**src/rtl/stby_pkg.sv**
```systemverilog
package stby_pkg;

  typedef enum logic [1:0] {
    ST_RUN     = 2'd0,
    ST_STANDBY = 2'd1,
    ST_SETTLE  = 2'd2
  } stbyState_e;

  // Strobes from the control FSM to the counter datapath
  typedef struct packed {
    logic clrAll;   // clear prescaler and counter
    logic clrPsc;   // restart the prescaler at wake entry
    logic countEn;  // advance prescaler / counter
  } dpStrobe_t;

endpackage

```
**src/rtl/stby_en_reg.sv**
```systemverilog
module stby_en_reg #(
  parameter int COMMIT_LAT = 2
) (
  input  logic clk,
  input  logic porRstN,
  input  logic wrEn,
  input  logic wrData,
  output logic committed
);

  generate
    if (COMMIT_LAT <= 1) begin : g_direct
      always_ff @(posedge clk or negedge porRstN) begin
        if (!porRstN) committed <= 1'b0;
        else if (wrEn) committed <= wrData;
      end
    end else begin : g_pipe
      localparam int STAGES = COMMIT_LAT - 1;
      logic [STAGES-1:0] pendVld;
      logic [STAGES-1:0] pendDat;

      always_ff @(posedge clk or negedge porRstN) begin
        if (!porRstN) begin
          pendVld   <= '0;
          pendDat   <= '0;
          committed <= 1'b0;
        end else begin
          pendVld[0] <= wrEn;
          pendDat[0] <= wrData;
          for (int s = 1; s < STAGES; s++) begin
            pendVld[s] <= pendVld[s-1];
            pendDat[s] <= pendDat[s-1];
          end
          if (pendVld[STAGES-1]) committed <= pendDat[STAGES-1];
        end
      end

      // the committed value never changes in the cycle right after a
      // write is sampled, because the write is still in the pipeline
      AST_COMMIT_NOT_EARLY: assert property (@(posedge clk) disable iff (!porRstN)
        (wrEn && !pendVld[STAGES-1]) |=> $stable(committed));
    end
  endgenerate

endmodule

```
**src/rtl/stby_wake_det.sv**
```systemverilog
module stby_wake_det #(
  parameter int NUM_IRQ = 8,
  parameter int PRIO_W  = 4,
  localparam int IDW    = $clog2(NUM_IRQ)
) (
  input  logic                      clk,
  input  logic                      porRstN,
  input  logic                      nmiPin,
  input  logic                      nmiEdgeSel,
  input  logic [NUM_IRQ-1:0]        irqPins,
  input  logic [2*NUM_IRQ-1:0]      irqSense,
  input  logic [PRIO_W*NUM_IRQ-1:0] irqPrio,
  input  logic [PRIO_W-1:0]         cpuMask,
  output logic                      nmiHit,
  output logic                      irqHit,
  output logic [IDW-1:0]            irqId
);

  logic               nmiPrev;
  logic [NUM_IRQ-1:0] irqPrev;
  logic [NUM_IRQ-1:0] irqQual;

  always_ff @(posedge clk or negedge porRstN) begin
    if (!porRstN) begin
      nmiPrev <= 1'b0;
      irqPrev <= '0;
    end else begin
      nmiPrev <= nmiPin;
      irqPrev <= irqPins;
    end
  end

  assign nmiHit = nmiEdgeSel ? (nmiPin & ~nmiPrev) : (~nmiPin & nmiPrev);

  genvar gi;
  generate
    for (gi = 0; gi < NUM_IRQ; gi++) begin : g_line
      logic       rise;
      logic       fall;
      logic       edgeOk;
      logic [1:0] sense;
      assign rise  = irqPins[gi] & ~irqPrev[gi];
      assign fall  = ~irqPins[gi] & irqPrev[gi];
      assign sense = irqSense[2*gi +: 2];
      always_comb begin
        unique case (sense)
          2'b01:   edgeOk = fall;
          2'b10:   edgeOk = rise;
          2'b11:   edgeOk = rise | fall;
          default: edgeOk = 1'b0;
        endcase
      end
      assign irqQual[gi] = edgeOk && (irqPrio[PRIO_W*gi +: PRIO_W] > cpuMask);
    end
  endgenerate

  // Lowest index wins
  always_comb begin
    irqHit = 1'b0;
    irqId  = '0;
    for (int i = NUM_IRQ - 1; i >= 0; i--) begin
      if (irqQual[i]) begin
        irqHit = 1'b1;
        irqId  = IDW'(i);
      end
    end
  end

  // a reported line always has priority above the mask
  AST_IRQ_ABOVE_MASK: assert property (@(posedge clk) disable iff (!porRstN)
    irqHit |-> (irqPrio[PRIO_W*irqId +: PRIO_W] > cpuMask));

endmodule

```
**src/rtl/stby_settle_dp.sv**
```systemverilog
module stby_settle_dp import stby_pkg::*; #(
  parameter int CNT_W  = 8,
  parameter int CKS_W  = 3,
  localparam int PSC_W = 1 << CKS_W
) (
  input  logic             clk,
  input  logic             porRstN,
  input  dpStrobe_t        strobe,
  input  logic [CKS_W-1:0] cks,
  output logic [CNT_W-1:0] cntVal,
  output logic             ovf
);

  logic [PSC_W-1:0] pscQ;
  logic [PSC_W-1:0] tickMask;
  logic             tick;

  always_comb begin
    for (int i = 0; i < PSC_W; i++) tickMask[i] = (i <= int'(cks));
  end

  assign tick = strobe.countEn && ((pscQ & tickMask) == tickMask);
  assign ovf  = tick && (cntVal == {CNT_W{1'b1}});

  always_ff @(posedge clk or negedge porRstN) begin
    if (!porRstN) begin
      pscQ   <= '0;
      cntVal <= '0;
    end else if (strobe.clrAll) begin
      pscQ   <= '0;
      cntVal <= '0;
    end else begin
      if (strobe.clrPsc)       pscQ <= '0;
      else if (strobe.countEn) pscQ <= pscQ + 1'b1;
      if (tick) cntVal <= cntVal + 1'b1;
    end
  end

  AST_CNT_HOLD: assert property (@(posedge clk) disable iff (!porRstN)
    (!strobe.countEn && !strobe.clrAll) |=> $stable(cntVal));
  AST_CNT_CLEAR: assert property (@(posedge clk) disable iff (!porRstN)
    strobe.clrAll |=> (cntVal == '0));

endmodule

```
**src/rtl/stby_ctrl.sv**
```systemverilog
module stby_ctrl import stby_pkg::*; #(
  parameter int IDW = 3
) (
  input  logic           clk,
  input  logic           porRstN,
  input  logic           manRstN,
  input  logic           sleepReq,
  input  logic           stbyEn,
  input  logic           wdtRun,
  input  logic           cntClr,
  input  logic           nmiHit,
  input  logic           irqHit,
  input  logic [IDW-1:0] irqId,
  input  logic           ovf,
  output dpStrobe_t      strobe,
  output logic           chipClkEn,
  output logic           settleClkEn,
  output logic           wakeValid,
  output logic           wakeNmi,
  output logic [IDW-1:0] wakeIrqId
);

  stbyState_e     stateQ;
  stbyState_e     stateD;
  logic           wakeHit;
  logic           srcNmiQ;
  logic [IDW-1:0] srcIdQ;

  assign wakeHit = nmiHit | irqHit;

  always_comb begin
    stateD = stateQ;
    unique case (stateQ)
      ST_RUN:     if (sleepReq && stbyEn) stateD = ST_STANDBY;
      ST_STANDBY: if (wakeHit)            stateD = ST_SETTLE;
      ST_SETTLE:  if (ovf)                stateD = ST_RUN;
      default:                            stateD = ST_RUN;
    endcase
  end

  always_ff @(posedge clk or negedge porRstN) begin
    if (!porRstN) begin
      stateQ    <= ST_RUN;
      wakeValid <= 1'b0;
      srcNmiQ   <= 1'b0;
      srcIdQ    <= '0;
    end else if (!manRstN) begin
      stateQ    <= ST_RUN;
      wakeValid <= 1'b0;
      srcNmiQ   <= 1'b0;
      srcIdQ    <= '0;
    end else begin
      stateQ    <= stateD;
      wakeValid <= (stateQ == ST_SETTLE) && ovf;
      if (stateQ == ST_STANDBY && wakeHit) begin
        srcNmiQ <= nmiHit;
        srcIdQ  <= nmiHit ? '0 : irqId;
      end
    end
  end

  assign strobe.countEn = (stateQ == ST_SETTLE) || (stateQ == ST_RUN && wdtRun);
  assign strobe.clrPsc  = (stateQ == ST_STANDBY) && wakeHit;
  assign strobe.clrAll  = !manRstN || (stateQ == ST_RUN && cntClr);

  assign chipClkEn   = (stateQ == ST_RUN);
  assign settleClkEn = (stateQ == ST_SETTLE);
  assign wakeNmi     = srcNmiQ;
  assign wakeIrqId   = srcIdQ;

  AST_NO_ENTRY_WITHOUT_ENABLE: assert property (@(posedge clk) disable iff (!porRstN)
    (stateQ == ST_RUN && !stbyEn) |=> (stateQ == ST_RUN));
  AST_STANDBY_NEEDS_EVENT: assert property (@(posedge clk) disable iff (!porRstN)
    (stateQ == ST_STANDBY && !wakeHit && manRstN) |=> (stateQ == ST_STANDBY));
  AST_SETTLE_UNTIL_OVF: assert property (@(posedge clk) disable iff (!porRstN)
    (stateQ == ST_SETTLE && !ovf && manRstN) |=> (stateQ == ST_SETTLE));
  AST_WAKE_ONE_CYCLE: assert property (@(posedge clk) disable iff (!porRstN)
    wakeValid |=> !wakeValid);
  AST_SRC_LATCHED: assert property (@(posedge clk) disable iff (!porRstN)
    (stateQ == ST_SETTLE && manRstN) |=> $stable(srcNmiQ) && $stable(srcIdQ));
  AST_MANRST_RUN: assert property (@(posedge clk) disable iff (!porRstN)
    !manRstN |=> (stateQ == ST_RUN) && !wakeValid);

endmodule

```
**src/rtl/standby_wake_ctrl.sv**
```systemverilog
module standby_wake_ctrl import stby_pkg::*; #(
  parameter int NUM_IRQ    = 8,
  parameter int PRIO_W     = 4,
  parameter int CNT_W      = 8,
  parameter int CKS_W      = 3,
  parameter int COMMIT_LAT = 2,
  localparam int IDW       = $clog2(NUM_IRQ)
) (
  input  logic                      clk,
  input  logic                      porRstN,
  input  logic                      manRstN,
  input  logic                      stbyWrEn,
  input  logic                      stbyWrData,
  output logic                      stbyRdData,
  input  logic                      sleepReq,
  input  logic                      wdtRun,
  input  logic                      cntClr,
  input  logic [CKS_W-1:0]          cks,
  output logic [CNT_W-1:0]          cntVal,
  input  logic                      nmiPin,
  input  logic                      nmiEdgeSel,
  input  logic [NUM_IRQ-1:0]        irqPins,
  input  logic [2*NUM_IRQ-1:0]      irqSense,
  input  logic [PRIO_W*NUM_IRQ-1:0] irqPrio,
  input  logic [PRIO_W-1:0]         cpuMask,
  output logic                      chipClkEn,
  output logic                      settleClkEn,
  output logic                      wakeValid,
  output logic                      wakeNmi,
  output logic [IDW-1:0]            wakeIrqId
);

  dpStrobe_t      strobe;
  logic           stbyEn;
  logic           nmiHit;
  logic           irqHit;
  logic [IDW-1:0] irqId;
  logic           ovf;

  assign stbyRdData = stbyEn;

  stby_en_reg #(.COMMIT_LAT(COMMIT_LAT)) uEnReg (
    .clk(clk), .porRstN(porRstN), .wrEn(stbyWrEn), .wrData(stbyWrData),
    .committed(stbyEn)
  );

  stby_wake_det #(.NUM_IRQ(NUM_IRQ), .PRIO_W(PRIO_W)) uWakeDet (
    .clk(clk), .porRstN(porRstN), .nmiPin(nmiPin), .nmiEdgeSel(nmiEdgeSel),
    .irqPins(irqPins), .irqSense(irqSense), .irqPrio(irqPrio), .cpuMask(cpuMask),
    .nmiHit(nmiHit), .irqHit(irqHit), .irqId(irqId)
  );

  stby_settle_dp #(.CNT_W(CNT_W), .CKS_W(CKS_W)) uDp (
    .clk(clk), .porRstN(porRstN), .strobe(strobe), .cks(cks),
    .cntVal(cntVal), .ovf(ovf)
  );

  stby_ctrl #(.IDW(IDW)) uCtrl (
    .clk(clk), .porRstN(porRstN), .manRstN(manRstN), .sleepReq(sleepReq),
    .stbyEn(stbyEn), .wdtRun(wdtRun), .cntClr(cntClr), .nmiHit(nmiHit),
    .irqHit(irqHit), .irqId(irqId), .ovf(ovf), .strobe(strobe),
    .chipClkEn(chipClkEn), .settleClkEn(settleClkEn), .wakeValid(wakeValid),
    .wakeNmi(wakeNmi), .wakeIrqId(wakeIrqId)
  );

endmodule

```
**config.mk**
```make
export PLATFORM = sky130hd
export DESIGN_NAME = standby_wake_ctrl
export DESIGN_NICKNAME = d
export VERILOG_FILES = /design/src/rtl/stby_pkg.sv /design/src/rtl/stby_en_reg.sv /design/src/rtl/stby_wake_det.sv /design/src/rtl/stby_settle_dp.sv /design/src/rtl/stby_ctrl.sv /design/src/rtl/standby_wake_ctrl.sv
export SDC_FILE = /design/constraint.sdc
export NUM_CORES = 1
export LEC_CHECK = 0
export CAP_MARGIN = 20
export CORE_MARGIN = 1.5
export CORE_UTILIZATION = 40
export CTS_CLUSTER_DIAMETER = 60
export CTS_CLUSTER_SIZE = 16
export DETAILED_ROUTE_END_ITERATION = 16
export DONT_BUFFER_PORTS = 1
export PLACE_DENSITY = 0.64
export SETUP_SLACK_MARGIN = 0.05
export SYNTH_ARGS = -nofsm -noshare
export SYNTH_HDL_FRONTEND = slang
export SYNTH_HIERARCHICAL = 1
export SYNTH_SLANG_ARGS = --single-unit
```
**constraint.sdc**
```tcl
create_clock -name clk -period 2.9 [get_ports clk]
set_clock_uncertainty 0.2 [all_clocks]
set_input_delay 0.435 -clock clk [delete_from_list [all_inputs] [get_ports clk]]
set_output_delay 0.435 -clock clk [all_outputs]
set_load 0.02 [all_outputs]
```
Word-level counts from Yosys, hierarchy flattened
Cells that the tools add are included.
{"block": "word_totals", "in_bits": 73, "word_cells": 169, "out_inout_bits": 16, "reg_bits": 35}
{"block": "classes", "bitwise_logic": 46, "n_reduce_logical": 22, "n_mux": 41, "n_lt_le_gt_ge": 15, "addsub": 2, "n_eq_ne": 32}
{"op": "$mux W8", "n": 5}
{"op": "$eq A2 B2 Y1 const B", "n": 17}
{"op": "$mux W3", "n": 11}
{"op": "$gt A4 B4 Y1", "n": 8}
{"op": "$pmux W1 S3", "n": 8}
{"op": "$and A1 B1 Y1", "n": 18}
{"op": "$eq A2 B1 Y1 const B", "n": 9}
{"op": "$not A1 Y1", "n": 18}
{"op": "$add A8 B1 Y8 const B", "n": 2}
{"op": "$logic_and A1 B1 Y1", "n": 15}
{"op": "$le A3 B3 Y1 const A", "n": 4}
{"op": "$mux W1", "n": 12}
{"op": "$ne A3 B2 Y1 const B", "n": 3}
{"op": "$or A1 B1 Y1", "n": 9}
{"op": "$and A8 B8 Y8", "n": 1}
{"op": "$eq A8 B8 Y1", "n": 1}
{"op": "$eq A8 B8 Y1 const B", "n": 1}
{"op": "$mux W2", "n": 4}
{"op": "$le A2 B3 Y1 const A", "n": 2}
{"op": "$pmux W2 S3", "n": 1}
{"op": "$le A1 B3 Y1 const A", "n": 1}
{"op": "$reduce_and A3 Y1", "n": 1}
{"op": "$reduce_bool A3 Y1", "n": 1}
{"op": "$logic_not A2 Y1", "n": 1}
{"op": "other kinds (4)", "n": 5}

Longest topological paths before layout
Gate-level depths: netlist of run 1.
{"block": "logic_depth", "ltp_word": 17, "depth_mapped": 13, "depth_no_buf": 12}

By module
The synthesis of run 1 kept the hierarchy.
{"module": "stby_wake_det", "cells_each": 185, "seq_area_each_um2": 225.2, "area_per_inst_um2": 1515.2, "n_inst": 1}
{"module": "stby_settle_dp", "cells_each": 95, "seq_area_each_um2": 400.4, "area_per_inst_um2": 937.1, "n_inst": 1}
{"module": "stby_ctrl", "cells_each": 38, "seq_area_each_um2": 175.2, "area_per_inst_um2": 354.1, "n_inst": 1}
{"module": "stby_en_reg", "cells_each": 4, "seq_area_each_um2": 75.1, "area_per_inst_um2": 90.1, "n_inst": 1}

Worst setup path after synthesis of run 1
No wires, ideal clock.
{"block": "synth_path", "path_kind": "input to register", "startpoint": "in cpuMask[1]", "endpoint": "reg uDp.pscQ[6]", "t_arrival_ns": 2.633, "setup_ns": 0.078, "cell_stages": 13, "path_slack_ns": -0.011, "cell_sequence": "inv_1 -> ha_1 -> nor2b_1 -> o21a_1 -> o21a_1 -> o211ai_2 -> nand4_1 -> or2_1 -> nor2_1 -> nor2_1 -> or2_2 -> clkbuf_1 -> a21oi_1"}
{"element": "from (decl)", "line": "standby_wake_ctrl.sv:25", "source": "input logic [PRIO_W-1:0] cpuMask,"}
{"element": "to (signal assigned)", "line": "stby_settle_dp.sv:34", "source": "else if (strobe.countEn) pscQ <= pscQ + 1'b1;"}
{"element": "to (decl)", "line": "stby_settle_dp.sv:14", "source": "logic [PSC_W-1:0] pscQ;"}

==> run_results.csv, run 1 <==
group,metric,value,unit
worst_setup_path,start_kind,"input pin",
logic_synthesis,synth_warnings,6,
clocking,cts.reportedPaths.clkPinSlew,0.08,ns
logic_synthesis,syn-num-nets,445,
placement,io_buffers,0,
logic_synthesis,ys_types,51,
logic_synthesis,ys_ff_latch,35,
final_layout,layout.nets,467,
logic_synthesis,ys_async_sr_fraction,100,%
die,die_w,88.1,um
pwr,switching_share,28.2,%
pwr,power_density,375,nW/um^2
worst_setup_path,crit_required,2.91,ns
timing,max_freq,381,MHz
global_route,antenna_found_initial,0,
global_route,grt_overflow,0,
logic_synthesis,synth.largest_area_cell,"dfrtp_1",
worst_setup_path,rrSetupSlack,0.38,ns
routing,finalWirelength,6.18,mm
logic_synthesis,dominantRegCellSynth,"dfrtp_1",
routing,drtIter0Drc,70,
pwr,power.share.combinational,22.4,%
global_route,grt_max_degree,36,
run_status,status,"finished, final reports clean",
die,core_area,6910,um^2
routing,drcViolationCount,0,
timing,rsz0062_at_grt,"false",
die,die-area,7760,um^2
logic_synthesis,yosysSeqAreaShare,30.2,%
die,io_pins,89,
pwr,pwr-share-clk,35.7,%
clocking,cts_tree,"built",
routing,vias_per_cell,5.14,
timing,hold_ws,0.0615,ns
global_route,grt_usage,16.7,%
routing,wl_per_cell,14.0,um
logic_synthesis,synth_top_cells_by_area,"dfrtp_1 30%, ha_1 22%, inv_1 4.7%",
worst_hold_path,hold_class,"input pin to register",
placement,dp.cells,420,
routing,ant_nets,0,
placement,gp_congestion,0.817,
pwr,switchingPower,0.350,mW
worst_setup_path,cp_data_arrival_time,2.64,ns
final_layout,syn2layout_area_growth,14.1,%
worst_setup_path,critical_path_class,"input pin to register",
global_route,met2_usage,28.0,%
final_layout,antenna_cells,0,
die,die_h,88.1,um
run,maxCapViolations,0,
global_route,grt_pass1_vias,2278,
global_route,grt_pass1_wl,9.94,mm
logic_synthesis,syn_inst,322,
pwr,p_leak,1.62,nW
timing,setup_viol,0,
final_layout,drive_gt1_share,9.86,%
worst_setup_path,worstPathMaxFanout,8,
global_route,grt_use_met1,20.2,%
placement,placed_area,3050,um^2
placement,place_hpwl,4.90,mm
timing,hold_viol_final,0,
timing,finalCriticalPeriod,2.63,ns
clocking,cts_buffers,5,
timing,finalCritPeriodShare,90.6,%
logic_synthesis,avgSynthCellArea,9.00,um^2
routing,first_pass_iters,4,
routing,vias,2266,
pwr,ir_drop,0.000283,V
pwr,power,1.24,mW
global_route,use_met3,5.56,%
pwr,seq_power_share,41.9,%
logic_synthesis,synth_top_area_share,30.2,%
clocking,cts_sinks,35,
final_layout,design_area,3300,um^2
logic_synthesis,syn-cell-area,2900,um^2
final_layout,finish.utilization,47.8,%
timing,max-slew-margin-rel,54.9,%
final_layout,post_layout_nonfiller_instances,441,
worst_setup_path,endpoint_kind,"register",
clocking,cts_resized,0,
clocking,clock_latency,0.28,ns
pwr,p_int,0.890,mW
global_route,busiest_layer,"met2",
timing,worstMarginPinSlew,0.669,ns
clocking,htree_levels,2,
clocking,root_buffer,"clkbuf_8",
clocking,clock_path_buffers,2,
logic_synthesis,synth_enable_flop_cells,0,
die,initial_core_util,41.9,%
timing,maxSlewViolCount,0,
die,rows,30,
worst paths after layout:
path / cells past startpoint / end / start
worst max-delay path: 12 / uDp/pscQ[6] / cpuMask[1]
worst min-delay path: 1 / uCtrl/stateQ[1] / manRstN
worst max register to register: 11 / uDp/pscQ[6] / uWakeDet/irqPrev[7]
worst min register to register: 1 / uEnReg/committed / uEnReg/g_pipe.pendDat
max in group asynchronous: 2 / uDp/cntVal[7] / porRstN
min in group asynchronous: 2 / uDp/pscQ[7] / porRstN
routing by layer:
layer	part of all wire (%)	wire [um]	vias to the layer above
met5	0	0	-
met4	2.1	128	0
met1	46	2830	1036
met3	6.0	369	10
li1	-	-	1169
met2	46	2860	51
layout by cell type, fill, tap and decap left out, types with 2 or more instances in the layout:
cell,synthesis,routed
o211ai_1,3,3
or3_1,4,4
and3_1,4,4
a2111oi_0,2,2
and2b_1,2,2
a41o_1,3,3
clkbuf_8,0,5
o211ai_2,2,2
dfrtp_1,35,35
and3_2,2,2
nand2b_1,6,6
a21boi_1,4,4
buf_4,0,4
a21oi_1,21,21
o21a_1,5,5
a211oi_1,2,2
nand3_1,5,5
o21ai_0,19,19
nor2b_1,14,14
xor2_1,5,5
ha_1,50,50
xnor2_1,2,2
nand4_1,8,8
and3b_2,2,2
a21boi_0,2,2
mux2_4,3,3
dlygate4sd3_1,0,12
nand2_1,30,30
inv_1,36,35
mux2i_1,4,4
nor2_1,24,23
cell usage after synthesis, types with 2 or more instances:
cell	count
ha_1	50
inv_1	36
dfrtp_1	35
nand2_1	30
nor2_1	24
a21oi_1	21
o21ai_0	19
nor2b_1	14
nand4_1	8
nand2b_1	6
nand3_1	5
o21a_1	5
xor2_1	5
a21boi_1	4
and3_1	4
mux2i_1	4
or3_1	4
a41o_1	3
mux2_4	3
o211ai_1	3
a2111oi_0	2
a211oi_1	2
a21boi_0	2
and2b_1	2
and3_2	2
and3b_2	2
o211ai_2	2
xnor2_1	2
power groups by stage:
stage,Combinational (mW),Clock (mW),Sequential (mW)
floorplan,0.203,0,0.526
global route,0.320,0.487,0.523
finish,0.278,0.442,0.520
CTS,0.281,0.467,0.520
global placement,0.244,0,0.529
detailed placement,0.253,0,0.530
area by class of cell:
type	count	area (um^2)
clock buffer	5	68.8
clock inverter	3	43.8
fill	667	3600
inverter	36	139
multi-input combinational	249	1890
sequential	35	876
tap	96	120
timing repair buffer	17	170
metrics by stage:
step | setup WS [ns] | setup TNS [ns]
6_report | 0.273 | 0
5_1_grt | 0.0870 | 0
4_1_cts | 0.300 | 0
3_5_place_dp | -0.0121 | -0.0127
3_3_place_gp | 0.0700 | 0
2_1_floorplan | 0.0753 | 0
cell families (layout without fill, tap and decap cells):
family                   after synthesis  after routing  synth area share (%)
buffers and inverters                 38             61                  4.97
multiplexers                           7              7                  2.94
adder cells (fa/ha/maj)               50             50                  21.6
flip-flops                            35             35                  30.2
AO/OA/AOI/OAI                         73             73                  17.2
XOR/XNOR                               7              7                  2.12
AND/OR/NAND/NOR                      112            112                  20.9
repair_timing:
| action | in CTS | in global routing |
|---|---|---|
| hold buffers | 13 | 0 |
| buffers inserted | 0 | 0 |
| endpoints found under the hold margin | 46 | 0 |
flip-flops by register name, indices dropped and copies added, names as in the netlist:
| signal | count |
|---|---|
| uCtrl/stateQ | 2 |
| uCtrl/wakeIrqId | 3 |
| uCtrl/wakeNmi | 1 |
| uCtrl/wakeValid | 1 |
| uDp/cntVal | 8 |
| uDp/pscQ | 8 |
| uEnReg/committed | 1 |
| uEnReg/g_pipe.pendDat | 1 |
| uEnReg/g_pipe.pendVld | 1 |
| uWakeDet/irqPrev | 8 |
| uWakeDet/nmiPrev | 1 |
worst max-delay path, stage by stage:
cell        delay [ns]
clkinvlp_4        0.13
ha_1              0.33
nor2b_1           0.14
o21a_1            0.16
o21a_1            0.17
o211ai_2          0.20
nand4_1           0.14
or2_4             0.28
nor2_4            0.12
nor2_1            0.06
or2_2             0.35
a21oi_1           0.13
Power figures use the tool's default switching activity.
==> run 2: changes to the inputs <==
CORE_UTILIZATION = 54   (was 40)
PLACE_DENSITY = 0.79   (was 0.64)
==> run 2 against run 1 <==
Compared with the run above:
- maximum frequency grew 1.5%
- global-route usage up 5.8 points
- utilization up 15 points
- hold slack worse by 0.012 ns
- critical path type unchanged
==> run_results.csv, run 2 (synthesized netlist as in run 1, its figures left out) <==
group,metric,value,unit
global_route,antenna_found_initial,0,
die,die_w,76.2,um
pwr,power_density,356,nW/um^2
placement,io_buffers,0,
routing,vias,2308,
pwr,ir_drop,0.000311,V
worst_hold_path,hold_end,"uCtrl/stateQ[1]",
die,die-area,5810,um^2
timing,maxSlewViolCount,0,
worst_setup_path,crit_path_top_delay_cell,"or2_2",
die,initial_core_util,56.4,%
global_route,grt_pass1_wl,10.5,mm
clocking,clock_latency,0.30,ns
worst_setup_path,critical_path_class,"input pin to register",
timing,finalCriticalPeriod,2.59,ns
die,core_area,5140,um^2
worst_setup_path,cp_data_arrival_time,2.62,ns
timing,finalCritPeriodShare,89.3,%
worst_hold_path,hold_depth,1,
worst_hold_path,hp-start,"manRstN",
final_layout,layout_common_cells,"50 x ha_1, 35 x inv_1, 35 x dfrtp_1",
routing,first_pass_iters,4,
global_route,grt_overflow,0,
timing,hold_viol_final,0,
final_layout,syn2layout_area_growth,12.3,%
clocking,cts_sinks,35,
placement,place_hpwl,4.81,mm
worst_setup_path,rrSetupSlack,0.39,ns
routing,vias_per_cell,5.55,
final_layout,antenna_cells,0,
pwr,power,1.16,mW
routing,finalWirelength,6.22,mm
global_route,grt_max_degree,36,
final_layout,layout.nets,468,
timing,max_freq,386,MHz
final_layout,layout_commonest_cell,"ha_1",
run,maxCapViolations,0,
timing,fin_ws,0.312,ns
placement,dp_slack,-0.0307,ns
die,io_pins,89,
final_layout,regArea,876,um^2
worst_setup_path,worstPathMaxFanout,8,
run_status,status,"finished, final reports clean",
clocking,htree_levels,2,
timing,worstMarginPinSlew,0.674,ns
final_layout,post_layout_nonfiller_instances,416,
timing,setup_viol,0,
global_route,grt_usage,22.5,%
clocking,cts.reportedPaths.clkPinSlew,0.08,ns
worst_setup_path,crit_required,2.93,ns
timing,max-slew-margin-rel,53.9,%
die,die_h,76.2,um
clocking,root_buffer,"clkbuf_8",
routing,ant_nets,0,
routing,wl_per_cell,14.9,um
final_layout,multi_input_area,1890,um^2
clocking,cts_resized,0,
clocking,cts_buffers,5,
die,rows,26,
worst_setup_path,max_stage_delay,0.35,ns
final_layout,reg.largest.list,"uDp/cntVal: 8 flops, uDp/pscQ: 8 flops, uWakeDet/irqPrev: 8 flops",
worst_setup_path,path_buf_inv,1,
worst_setup_path,r2r_start,"uWakeDet/irqPrev[7]",
placement,gp_congestion,0.809,
worst_setup_path,endpoint_kind,"register",
clocking,clock_path_buffers,2,
worst_setup_path,path_cells,"clkinvlp_4, ha_1, nor2b_1, o21a_1, o21a_1, o211ai_2, nand4_1, or2_4, nor2_4, nor2_1, or2_2, nor2_1",
worst_setup_path,r2r_cells,11,
routing,drtIter0Drc,63,
worst_hold_path,hold_class,"input pin to register",
routing,drcViolationCount,0,
worst_setup_path,r2r_end,"uDp/pscQ[5]",
clocking,cts_tree,"built",
final_layout,nFillCells,464,
pwr,p_leak,1.61,nW
global_route,grt_pass1_vias,2301,
final_layout,drive_gt1_share,9.83,%
worst_setup_path,path_delay_family,"simple AND/OR/NAND/NOR gates",
placement,dp.cells,395,
timing,rsz0062_at_grt,"false",
worst_setup_path,start_kind,"input pin",
-- run 2: cell types whose count changed in the layout (fill, tap and decap cells not counted) --
cell        previous run  this run
buf_4                  4         5
bufinv_16              1         0
clkbuf_1               0         1
clkinv_4               1         0
clkinvlp_4             1         2
-- run 2: routing by layer --
layer	global-route usage [%]	share of wire [%]	vias up
li1	-	-	1172
met2	38.6	48	53
met1	27.0	44	1073
met3	6.23	6.0	10
met5	0	0	-
met4	7.96	2.1	0
-- run 2: worst max path at each step --
stage	slack [ns]	depth (start not counted)	end	start
finish	0.31	12	uDp/pscQ[5]	cpuMask[1]
global route	0.13	12	uDp/pscQ[5]	cpuMask[1]
CTS	0.30	12	uDp/pscQ[5]	cpuMask[1]
detailed placement	-0.03	12	uDp/pscQ[5]	cpuMask[1]
global placement	0.08	12	uDp/pscQ[6]	cpuMask[1]
floorplan	0.08	13	uDp/pscQ[6]	cpuMask[1]
-- run 2: stage by stage --
step / hold slack (ns) / TNS, ns / area [um^2] / utilization (%)
4_1_cts: 0.0427 / 0 / 3250 / 63.3
3_3_place_gp: -0.0591 / 0 / 3030 / 58.9
3_5_place_dp: -0.0594 / -0.0719 / 3030 / 58.9
6_report: 0.0495 / 0 / 3250 / 63.3
5_1_grt: 0.0357 / 0 / 3250 / 63.3
2_1_floorplan: -0.0606 / 0 / 2910 / -
-- run 2: timing repair --
action	CTS	global route
setup buffers	0	0
hold buffers	13	0
hold endpoints to repair	46	0
-- run 2: cell type report --
cell class	count	share of cell area (%)
multi-input cells	249	58.0
inverters	36	4.27
flip-flops and latches	35	26.9
repair buffers	18	5.46
clock buffers	6	2.23
well taps	70	2.69
clock inverters	2	0.385
-- run 2: worst register-to-register path, stage by stage (launching register included) --
cell and delay [ns]:
dfrtp_1 0.39, ha_1 0.18, or2_0 0.19, a21boi_0 0.18, a211oi_1 0.10, nor2_1 0.15, nand3_1 0.12, or2_4 0.30
nor2_4 0.11, nor2_1 0.06, or2_2 0.35, nor2_1 0.14
-- run 2: power by group --
part	internal (mW)	switching, mW
Sequential	0.503	0.0174
Combinational	0.133	0.148
Clock	0.168	0.189
==> run 3: changes to the inputs <==
BUFFER_PORTS_ARGS = -buffer_cell sky130_fd_sc_hd__buf_2   (was unset)
CORE_UTILIZATION = 52   (was 54)
DONT_BUFFER_PORTS = unset   (was 1)
PLACE_DENSITY = 0.91   (was 0.79)
==> run 3 against run 2 <==
Compared with the run above:
- utilization is 5.2 points higher
- highest routed layer unchanged
- global-route usage is 1.9 points higher
- power up 5.0%
- combinational power grew 26%
- die area up 3.7%
- final area grew 10%
- register-to-register slack better by 0.06 ns
- setup slack lost 0.068 ns
==> run_results.csv, run 3 (synthesized netlist as in run 1, its figures left out) <==
group,metric,value,unit
run_status,status,"finished, final reports clean",
timing,finalCriticalPeriod,2.66,ns
worst_setup_path,worstPathMaxFanout,7,
global_route,antenna_found_initial,0,
pwr,ir_drop,0.000291,V
die,core_area,5240,um^2
worst_setup_path,endpoint_kind,"register",
routing,drtIter0Drc,103,
die,rows,26,
global_route,grt_pass1_vias,2759,
die,io_pins,89,
die,die_h,77.6,um
routing,finalWirelength,6.92,mm
run,maxCapViolations,0,
routing,ant_nets,0,
die,die-area,6030,um^2
final_layout,layout.nets,547,
worst_hold_path,hold_class,"input pin to asynchronous set/reset pin",
global_route,grt_max_degree,36,
placement,placed_area,3490,um^2
pwr,p_leak,1.94,nW
clocking,cts_sinks,35,
routing,drcViolationCount,0,
clocking,cts_tree,"built",
worst_setup_path,cp_data_arrival_time,2.67,ns
clocking,cts.reportedPaths.clkPinSlew,0.07,ns
clocking,root_buffer,"clkbuf_8",
worst_setup_path,critical_path_class,"input pin to register",
final_layout,syn2layout_area_growth,23.8,%
final_layout,layout_commonest_cell,"buf_2",
final_layout,design_area,3580,um^2
routing,vias,2688,
clocking,clock_latency,0.29,ns
worst_setup_path,crit_required,2.91,ns
final_layout,antenna_cells,0,
timing,worstMarginPinSlew,0.794,ns
clocking,htree_levels,2,
routing,wl_per_cell,14.0,um
final_layout,finish.utilization,68.4,%
final_layout,layout_common_cells,"88 x buf_2, 50 x ha_1, 35 x inv_1, 35 x dfrtp_1, 30 x nand2_1",
clocking,clock_path_buffers,2,
timing,hold_ws,0.0279,ns
placement,place_hpwl,5.65,mm
global_route,grt_usage,24.4,%
worst_setup_path,r2r_start,"uWakeDet/irqPrev[5]",
worst_setup_path,rrSetupSlack,0.45,ns
timing,max-slew-margin-rel,47.0,%
die,die_w,77.6,um
worst_setup_path,start_kind,"input pin",
placement,gp_congestion,0.821,
routing,vias_per_cell,5.43,
global_route,grt_overflow,0,
timing,rsz0062_at_grt,"false",
final_layout,drive_gt1_share,29.4,%
worst_setup_path,crit_end,"uCtrl/wakeIrqId[0]",
worst_setup_path,cp-startpoint,"cpuMask[1]",
placement,io_buffers,88,
timing,setup-tns-final,0,ns
global_route,grt_pass1_wl,11.8,mm
timing,max_freq,376,MHz
final_layout,reg.largest.list,"uDp/cntVal: 8 flops, uDp/pscQ: 8 flops, uWakeDet/irqPrev: 8 flops",
worst_setup_path,r2r_cells,11,
pwr,power_density,339,nW/um^2
final_layout,nFillCells,426,
clocking,cts_buffers,5,
worst_setup_path,r2r_end,"uCtrl/wakeIrqId[0]",
timing,hold_viol_final,0,
timing,finalCritPeriodShare,91.6,%
timing,maxSlewViolCount,0,
pwr,power,1.22,mW
die,initial_core_util,55.3,%
timing,setup_viol,0,
routing,first_pass_iters,4,
clocking,holdBufCountCts,0,
[run 3: changes by cell type in the layout (fill, tap and decap cells not counted), sizes merged]
| cell | delta |
|---|---|
| dlygate4sd3 | -12 |
| buf | +91 |
[run 3: worst max-delay path, stage by stage]
cell and delay, ns:
buf_2 0.10, clkinvlp_4 0.14, buf_4 0.18, ha_1 0.29, a41o_1 0.23, a21oi_1 0.25
nand2_1 0.13, nand4_1 0.14, or2_4 0.15, buf_4 0.12, nand2_1 0.04, or3_1 0.31
a21boi_1 0.14
[run 3: power by group]
| group | switching [mW] | total [mW] | internal (mW) |
|---|---|---|---|
| registers | 0.0119 | 0.515 | 0.503 |
| clock network | 0.180 | 0.347 | 0.168 |
| logic | 0.187 | 0.354 | 0.167 |
| total | 0.379 | 1.22 | 0.838 |
[run 3: final cells by class]
class | instances | area [um^2] | share of cell area, %
clock buffer | 6 | 72.6 | 2.02
clock inverter | 2 | 12.5 | 0.349
inverter | 36 | 139 | 3.87
multi-input combinational | 249 | 1890 | 52.7
sequential | 35 | 876 | 24.4
tap | 70 | 87.6 | 2.44
timing repair buffer | 97 | 508 | 14.2
[run 3: worst min path at each step]
stage | end | cells past startpoint | slack, ns
2_1_floorplan | uCtrl/stateQ[0] | 0 | -0.06
3_3_place_gp | uEnReg/committed | 1 | 0.26
3_5_place_dp | uEnReg/committed | 1 | 0.27
4_1_cts | uEnReg/g_pipe.pendVld | 1 | 0.05
5_1_grt | uEnReg/g_pipe.pendVld | 1 | 0.03
6_report | uWakeDet/irqPrev[1] | 1 | 0.03
[run 3: per-stage QoR]
step                worst slack, ns  std cells
global placement            -0.0191        486
global route                 0.0897        495
floorplan                    0.0753        322
finish                        0.243        495
CTS                           0.148        494
detailed placement           -0.155        486
[run 3: repair_timing]
| action | 4_1_cts | 5_1_grt |
|---|---|---|
| resized for setup | 0 | 1 |
| setup buffers | 0 | 1 |
| setup endpoints to repair | 0 | 8 |
[run 3: metal layers]
metal	track usage [%]	part of all wire, %
met3	5.88	5.1
met1	26.1	40
met5	0	0
met4	9.27	2.8
met2	45.7	52
